## config.mk

```make
export PLATFORM = sky130hd
export DESIGN_NAME = cfg_loader
export DESIGN_NICKNAME = d
export VERILOG_FILES = /design/src/rtl/cfg_loader_pkg.sv /design/src/rtl/cfg_sync.sv /design/src/rtl/cfg_cclk_gen.sv /design/src/rtl/cfg_seq.sv /design/src/rtl/cfg_loader.sv
export SDC_FILE = /design/constraint.sdc
export NUM_CORES = 1
export LEC_CHECK = 0
export BUFFER_PORTS_ARGS = -buffer_cell sky130_fd_sc_hd__clkbuf_2
export CAP_MARGIN = 20
export CORE_ASPECT_RATIO = 1.25
export CORE_MARGIN = 10
export CORE_UTILIZATION = 45
export CTS_CLUSTER_SIZE = 24
export DETAILED_ROUTE_END_ITERATION = 7
export PLACE_DENSITY = 0.75
export SETUP_SLACK_MARGIN = 0.5
export SYNTH_ARGS = -nofsm -noshare
export SYNTH_HDL_FRONTEND = slang
export SYNTH_SLANG_ARGS = --single-unit
```

## constraint.sdc

```tcl
create_clock -name clk -period 3.8 [get_ports clk]
set_input_delay 0 -clock clk [delete_from_list [all_inputs] [get_ports clk]]
set_output_delay 0 -clock clk [all_outputs]
set_load 0.05 [all_outputs]
```

## src/rtl/cfg_loader_pkg.sv

```systemverilog
package cfg_loader_pkg;

  typedef enum logic [2:0] {
    ST_IDLE,
    ST_PROG,
    ST_WAIT_INIT,
    ST_STREAM,
    ST_STARTUP,
    ST_OK,
    ST_ERR
  } ldr_state_e;

  typedef enum logic [1:0] {
    ERR_NONE      = 2'd0,
    ERR_INIT_TMO  = 2'd1,
    ERR_INIT_LOST = 2'd2,
    ERR_DONE_TMO  = 2'd3
  } ldr_err_e;

endpackage

```

## src/rtl/cfg_sync.sv

```systemverilog
module cfg_sync #(
  parameter int W      = 3,
  parameter int STAGES = 2
) (
  input  logic         clk,
  input  logic         rst,
  input  logic [W-1:0] d,
  output logic [W-1:0] q
);
  for (genvar b = 0; b < W; b++) begin : g_bit
    logic [STAGES-1:0] sh;
    always_ff @(posedge clk) begin
      if (rst) sh <= '0;
      else     sh <= {sh[STAGES-2:0], d[b]};
    end
    assign q[b] = sh[STAGES-1];
  end
endmodule

```

## src/rtl/cfg_cclk_gen.sv

```systemverilog
module cfg_cclk_gen #(
  parameter int DIV_HALF = 4
) (
  input  logic clk,
  input  logic rst,
  input  logic run,
  output logic cclk,
  output logic rise_tick,
  output logic fall_tick
);
  localparam int CW = $clog2(DIV_HALF + 1);
  localparam logic [CW-1:0] LAST = CW'(DIV_HALF - 1);

  logic [CW-1:0] cnt;
  logic          at_end;

  always_comb begin
    at_end    = (cnt == LAST);
    rise_tick = !cclk && run && at_end;
    fall_tick = cclk && at_end;
  end

  // Low phase counter saturates so a paused clock rises as soon as run returns
  always_ff @(posedge clk) begin
    if (rst) begin
      cclk <= 1'b0;
      cnt  <= '0;
    end else if (rise_tick || fall_tick) begin
      cclk <= ~cclk;
      cnt  <= '0;
    end else if (!at_end) begin
      cnt <= cnt + 1'b1;
    end
  end
endmodule

```

## src/rtl/cfg_seq.sv

```systemverilog
module cfg_seq
  import cfg_loader_pkg::*;
#(
  parameter int DATA_W       = 8,
  parameter int PROG_CYCLES  = 8,
  parameter int INIT_TIMEOUT = 64,
  parameter int STARTUP_CLKS = 16,
  parameter bit BUSY_CHECK   = 1'b1
) (
  input  logic              clk,
  input  logic              rst,
  input  logic              start,
  input  logic [DATA_W-1:0] s_data,
  input  logic              s_valid,
  input  logic              s_last,
  output logic              s_ready,
  input  logic              init_s,
  input  logic              done_s,
  input  logic              busy_s,
  input  logic              cclk_q,
  input  logic              rise_tick,
  input  logic              fall_tick,
  output logic              run,
  output logic              prog_n,
  output logic              cs_n,
  output logic              rdwr_n,
  output logic [DATA_W-1:0] dout,
  output logic              st_active,
  output logic              st_ok,
  output logic              st_err,
  output logic [1:0]        st_code
);
  localparam int TMAX = (PROG_CYCLES > INIT_TIMEOUT) ? PROG_CYCLES : INIT_TIMEOUT;
  localparam int TW   = $clog2(TMAX + 1);
  localparam int SW   = $clog2(STARTUP_CLKS + 1);
  localparam logic [TW-1:0] PROG_LAST = TW'(PROG_CYCLES - 1);
  localparam logic [TW-1:0] INIT_LAST = TW'(INIT_TIMEOUT - 1);
  localparam logic [SW-1:0] SU_LAST   = SW'(STARTUP_CLKS);

  ldr_state_e    state;
  logic [TW-1:0] tmr;
  logic [SW-1:0] su_cnt;
  logic          low_seen;
  logic          done_seen;
  logic          loaded;
  logic          last_q;
  logic          hold;

  always_comb begin
    hold    = BUSY_CHECK && busy_s;
    s_ready = (state == ST_STREAM) && !cclk_q && !loaded && !done_seen && init_s;
    run     = ((state == ST_STREAM) && loaded) ||
              ((state == ST_STARTUP) && (su_cnt != SU_LAST));
  end

  always_ff @(posedge clk) begin
    if (rst) begin
      state     <= ST_IDLE;
      tmr       <= '0;
      su_cnt    <= '0;
      low_seen  <= 1'b0;
      done_seen <= 1'b0;
      loaded    <= 1'b0;
      last_q    <= 1'b0;
      prog_n    <= 1'b1;
      cs_n      <= 1'b1;
      rdwr_n    <= 1'b1;
      dout      <= '0;
      st_active <= 1'b0;
      st_ok     <= 1'b0;
      st_err    <= 1'b0;
      st_code   <= ERR_NONE;
    end else begin
      unique case (state)
        ST_IDLE: begin
          if (start) begin
            state     <= ST_PROG;
            tmr       <= '0;
            prog_n    <= 1'b0;
            low_seen  <= 1'b0;
            done_seen <= 1'b0;
            loaded    <= 1'b0;
            last_q    <= 1'b0;
            st_active <= 1'b1;
          end
        end

        ST_PROG: begin
          if (!init_s) low_seen <= 1'b1;
          if (tmr == PROG_LAST) begin
            prog_n <= 1'b1;
            tmr    <= '0;
            state  <= ST_WAIT_INIT;
          end else begin
            tmr <= tmr + 1'b1;
          end
        end

        ST_WAIT_INIT: begin
          if (!init_s) low_seen <= 1'b1;
          if (low_seen && init_s) begin
            state  <= ST_STREAM;
            cs_n   <= 1'b0;
            rdwr_n <= 1'b0;
          end else if (tmr == INIT_LAST) begin
            state     <= ST_ERR;
            st_active <= 1'b0;
            st_err    <= 1'b1;
            st_code   <= ERR_INIT_TMO;
          end else begin
            tmr <= tmr + 1'b1;
          end
        end

        ST_STREAM: begin
          if (done_s) done_seen <= 1'b1;
          if (!init_s) begin
            state     <= ST_ERR;
            cs_n      <= 1'b1;
            rdwr_n    <= 1'b1;
            loaded    <= 1'b0;
            st_active <= 1'b0;
            st_err    <= 1'b1;
            st_code   <= ERR_INIT_LOST;
          end else if (fall_tick) begin
            if (!hold) begin
              loaded <= 1'b0;
              if (last_q) begin
                cs_n   <= 1'b1;
                rdwr_n <= 1'b1;
                su_cnt <= '0;
                state  <= ST_STARTUP;
              end
            end
          end else if (done_seen && !cclk_q) begin
            loaded <= 1'b0;
            cs_n   <= 1'b1;
            rdwr_n <= 1'b1;
            su_cnt <= '0;
            state  <= ST_STARTUP;
          end else if (s_valid && s_ready) begin
            dout   <= s_data;
            loaded <= 1'b1;
            last_q <= s_last;
          end
        end

        ST_STARTUP: begin
          if (done_s) done_seen <= 1'b1;
          if (!init_s) begin
            state     <= ST_ERR;
            st_active <= 1'b0;
            st_err    <= 1'b1;
            st_code   <= ERR_INIT_LOST;
          end else if (rise_tick) begin
            su_cnt <= su_cnt + 1'b1;
          end else if (fall_tick && (su_cnt == SU_LAST)) begin
            st_active <= 1'b0;
            if (done_seen || done_s) begin
              state <= ST_OK;
              st_ok <= 1'b1;
            end else begin
              state   <= ST_ERR;
              st_err  <= 1'b1;
              st_code <= ERR_DONE_TMO;
            end
          end
        end

        ST_OK, ST_ERR: begin
          if (start) begin
            state   <= ST_IDLE;
            st_ok   <= 1'b0;
            st_err  <= 1'b0;
            st_code <= ERR_NONE;
          end
        end

        default: state <= ST_IDLE;
      endcase
    end
  end
endmodule

```

## src/rtl/cfg_loader.sv

```systemverilog
module cfg_loader #(
  parameter int DATA_W       = 8,
  parameter int CCLK_HALF    = 4,
  parameter int PROG_CYCLES  = 8,
  parameter int INIT_TIMEOUT = 64,
  parameter int STARTUP_CLKS = 16,
  parameter bit BUSY_CHECK   = 1'b1,
  parameter int SYNC_STAGES  = 2
) (
  input  logic              clk,
  input  logic              rst,
  input  logic              start,
  input  logic [DATA_W-1:0] s_data,
  input  logic              s_valid,
  input  logic              s_last,
  output logic              s_ready,
  output logic              tgt_prog_n,
  input  logic              tgt_init_n,
  input  logic              tgt_done,
  input  logic              tgt_busy,
  output logic              tgt_cs_n,
  output logic              tgt_rdwr_n,
  output logic              tgt_cclk,
  output logic [DATA_W-1:0] tgt_d,
  output logic              st_active,
  output logic              st_ok,
  output logic              st_err,
  output logic [1:0]        st_code
);
  logic [2:0] sync_q;
  logic       run, rise_tick, fall_tick;

  cfg_sync #(.W(3), .STAGES(SYNC_STAGES)) u_sync (
    .clk (clk),
    .rst (rst),
    .d   ({tgt_busy, tgt_done, tgt_init_n}),
    .q   (sync_q)
  );

  cfg_cclk_gen #(.DIV_HALF(CCLK_HALF)) u_cclk (
    .clk       (clk),
    .rst       (rst),
    .run       (run),
    .cclk      (tgt_cclk),
    .rise_tick (rise_tick),
    .fall_tick (fall_tick)
  );

  cfg_seq #(
    .DATA_W       (DATA_W),
    .PROG_CYCLES  (PROG_CYCLES),
    .INIT_TIMEOUT (INIT_TIMEOUT),
    .STARTUP_CLKS (STARTUP_CLKS),
    .BUSY_CHECK   (BUSY_CHECK)
  ) u_seq (
    .clk       (clk),
    .rst       (rst),
    .start     (start),
    .s_data    (s_data),
    .s_valid   (s_valid),
    .s_last    (s_last),
    .s_ready   (s_ready),
    .init_s    (sync_q[0]),
    .done_s    (sync_q[1]),
    .busy_s    (sync_q[2]),
    .cclk_q    (tgt_cclk),
    .rise_tick (rise_tick),
    .fall_tick (fall_tick),
    .run       (run),
    .prog_n    (tgt_prog_n),
    .cs_n      (tgt_cs_n),
    .rdwr_n    (tgt_rdwr_n),
    .dout      (tgt_d),
    .st_active (st_active),
    .st_ok     (st_ok),
    .st_err    (st_err),
    .st_code   (st_code)
  );
endmodule

```

==> key figures <==
Setup path
  – Crit. End Element: flop
  – R2R setup slack: 1320 ps
  – CP max FO: 22
  – Worst EP required: 4010 ps
  – CP Class: reg -> reg
  – Worst Path Arrival: 2690 ps
  – CP Launch Type: flop

Clock tree
  – CTS root buffer: clkbuf_8
  – Worst-path clk slew: 90 ps
  – Clock H-tree levels: 2
  – Worst-Skew Late Latency: 290 ps
  – CTS tree: done
  – Cts repair resizes: 0
  – CTS Sinks: 44
  – Clock Tree Buf Depth: 2
  – Clock buffer count from CTS: 5

Route
  – DR vias/cell: 5.65
  – Pre-antenna DRT Iters: 7
  – Residual DRC count: 0
  – Avg WL per Cell: 13.8 µm
  – DRT Wirelength: 5200 µm
  – Routed Antenna Nets: 0
  – DRT iter0 DRCs: 127
  – Via count: 2,129

GRT
  – First-pass GRT wire length: 8800 µm
  – Vias in the first global route: 2,034
  – GR Overflow Total: 0
  – Initial antenna violation count: 0
  – Total track usage: 12.1%
  – M2 GR Usage: 22.1%
  – Largest net degree at the start of global routing: 35
  – Busiest grt layer: met2
  – Met1 Track Usage GR: 13.5%
  – Met3 usage: 2.20%

Timing
  – Period utilization: 65.1%
  – RSZ-0062 raised after global routing: false
  – Tmin final: 2480 ps
  – Max Transition Viols Final: 0
  – Finish-stage setup viols: 0
  – Fin. Hold Viols: 0
  – Worst-Margin Slew: 811 ps
  – Slew HR: 45.5%
  – Fmax: 404 MHz
  – Setup TNS: 0 ps
  – Fin Clk Skew: 4.83 ps

Logic synthesis
  – Cell accounting for the most synthesized area: dfxtp_1
  – Unique masters post-synth: 53
  – Synth area leaders: dfxtp_1 39%, a21oi_1 7.1%, nor2_1 4.7%
  – Top_reg_cell synth: dfxtp_1
  – FF+latch count, synth: 44
  – Sequential fraction of the synthesis area: 39.1%
  – Avg Inst Size Synth: 8.08 µm²
  – Syn nets: 300
  – Top cell type's share of synthesized area: 39.1%
  – Cells after synthesis: 279
  – Asr flop ratio synth: 0%
  – Ys Warns: 0
  – EDFF count, synth: 0
  – Mapped Area: 2250 µm²

Power
  – Max VDD drop: 356 µV
  – Leakage power: 1.00 nW
  – Power per Cell Area: 604 nW/µm²

Placed design
  – Placed cells: 357
  – DP HPWL: 3690 µm
  – GPL Wtd Cong: 0.909
  – Buffers on Ports: 33

Floorplanning
  – Die area: 8260 µm²
  – Die Span Y: 99.1 µm
  – Core box area: 4800 µm²
  – Core Rows: 28
  – Die width: 83.3 µm
  – I/O pin total: 34
  – Initial core utilization: 47.0%

Run
  – Total of max-cap violations: 0

Final layout
  – Util after Layout: 55.7%
  – Most frequent cells in the layout: 44 x dfxtp_1, 33 x clkbuf_2, 32 x a21oi_1, 28 x nor2_1, 25 x nand2_1
  – Layout area overhead: 18.6%
  – Final std cells w/o fill: 377
  – Fillers: 435
  – Most common cell after layout, fill and taps aside: dfxtp_1
  – Share of cells above drive strength 1: 16.4%
  – NumNets Final: 337
  – Antenna diodes: 0

Outcome
  – Outcome: finished clean

Worst hold path
  – Worst hold path class: in -> reg
## Yosys cell counts, drive strengths merged, types with 3 or more instances
| library cell | number |
|---|---|
| o21ai | 18 |
| nand3 | 15 |
| nor3 | 4 |
| inv | 9 |
| buf | 6 |
| o21a | 4 |
| nand2b | 3 |
| clkbuf | 10 |
| or2 | 3 |
| a31oi | 3 |
| dfxtp | 44 |
| nor2 | 28 |
| a311oi | 3 |
| o221ai | 3 |
| a211oi | 7 |
| ha | 5 |
| nand3b | 5 |
| nor4b | 3 |
| a21oi | 32 |
| nand2 | 25 |
| xnor2 | 6 |
| nor2b | 10 |
## cells by family after synthesis
group	synth area share, %
AOI/OAI and AO/OA	23.8
buffers and inverters	4.55
adders and majority gates	2.77
xor gates and xnor gates	2.72
and+or+nand+nor	25.8
muxes	1.39
DFF	39.1
## sequential cells by signal, indices dropped and copies added, names as in the netlist
signal	count
u_seq.dout	8
u_seq.tmr	7
u_sync.g_bit.sh	6
u_seq.su_cnt	5
u_cclk.cnt	3
u_seq.state	3
u_seq.st_code	2
u_cclk.cclk	1
u_seq.cs_n	1
u_seq.done_seen	1
u_seq.last_q	1
u_seq.loaded	1
u_seq.low_seen	1
u_seq.prog_n	1
u_seq.st_active	1
u_seq.st_err	1
u_seq.st_ok	1
## worst max-delay path: stages, from the launching register on
cell     delay (ps)
dfxtp_1         740
or3b_1          550
or4_4           580
or3b_1          380
a21oi_1         150
## per-layer routing
layer  part of all wire (%)  wire [µm]
met5                      0          0
met2                     52       2680
met1                     44       2280
met4                   0.92         48
met3                    3.6        187
## repair_timing
item	in CTS	in global routing
hold buffers	12	0
buffers inserted	0	0
hold endpoints to repair	12	0
## power by group
part	internal (mW)	total (mW)	switching [mW]
sequential	0.522	0.634	0.112
clock	0.198	0.365	0.167
combinational	0.240	0.617	0.377
## cell type report
| type | count | area (µm²) | share of cell area [%] |
|---|---|---|---|
| Clock buffer | 5 | 68.8 | 2.57 |
| Sequential cell | 44 | 881 | 32.9 |
| Timing Repair Buffer | 46 | 293 | 10.9 |
| Inverter | 9 | 33.8 | 1.26 |
| Multi-Input combinational cell | 210 | 1280 | 47.8 |
| Tap cell | 60 | 75.1 | 2.81 |
| Clock inverter | 3 | 46.3 | 1.73 |
## through the flow
stage	area [µm²]	power [mW]	hold slack [ps]	worst slack, ps
5_1_grt	2680	1.73	94.0	1190
3_5_place_dp	2440	1.24	218	1350
4_1_cts	2680	1.62	73.6	1330
2_1_floorplan	2250	1.12	128	1570
6_report	2680	1.62	83.0	1320
3_3_place_gp	2440	1.24	209	1420
## worst paths after layout
path,start,end,depth (start not counted)
worst max-delay path,u_seq.state[2]$_SDFFE_PP0P_,u_seq.su_cnt[2]$_SDFFE_PP0P_,4
worst min-delay path,s_valid,u_seq.dout[4]$_SDFFE_PP0P_,3
worst min register to register,u_sync.g_bit[0].sh[0]$_SDFF_PP0_,u_sync.g_bit[0].sh[1]$_SDFF_PP0_,1
worst max register to register,u_seq.state[2]$_SDFFE_PP0P_,u_seq.su_cnt[2]$_SDFFE_PP0P_,4
Note: power is estimated with default switching activity, not from simulation.
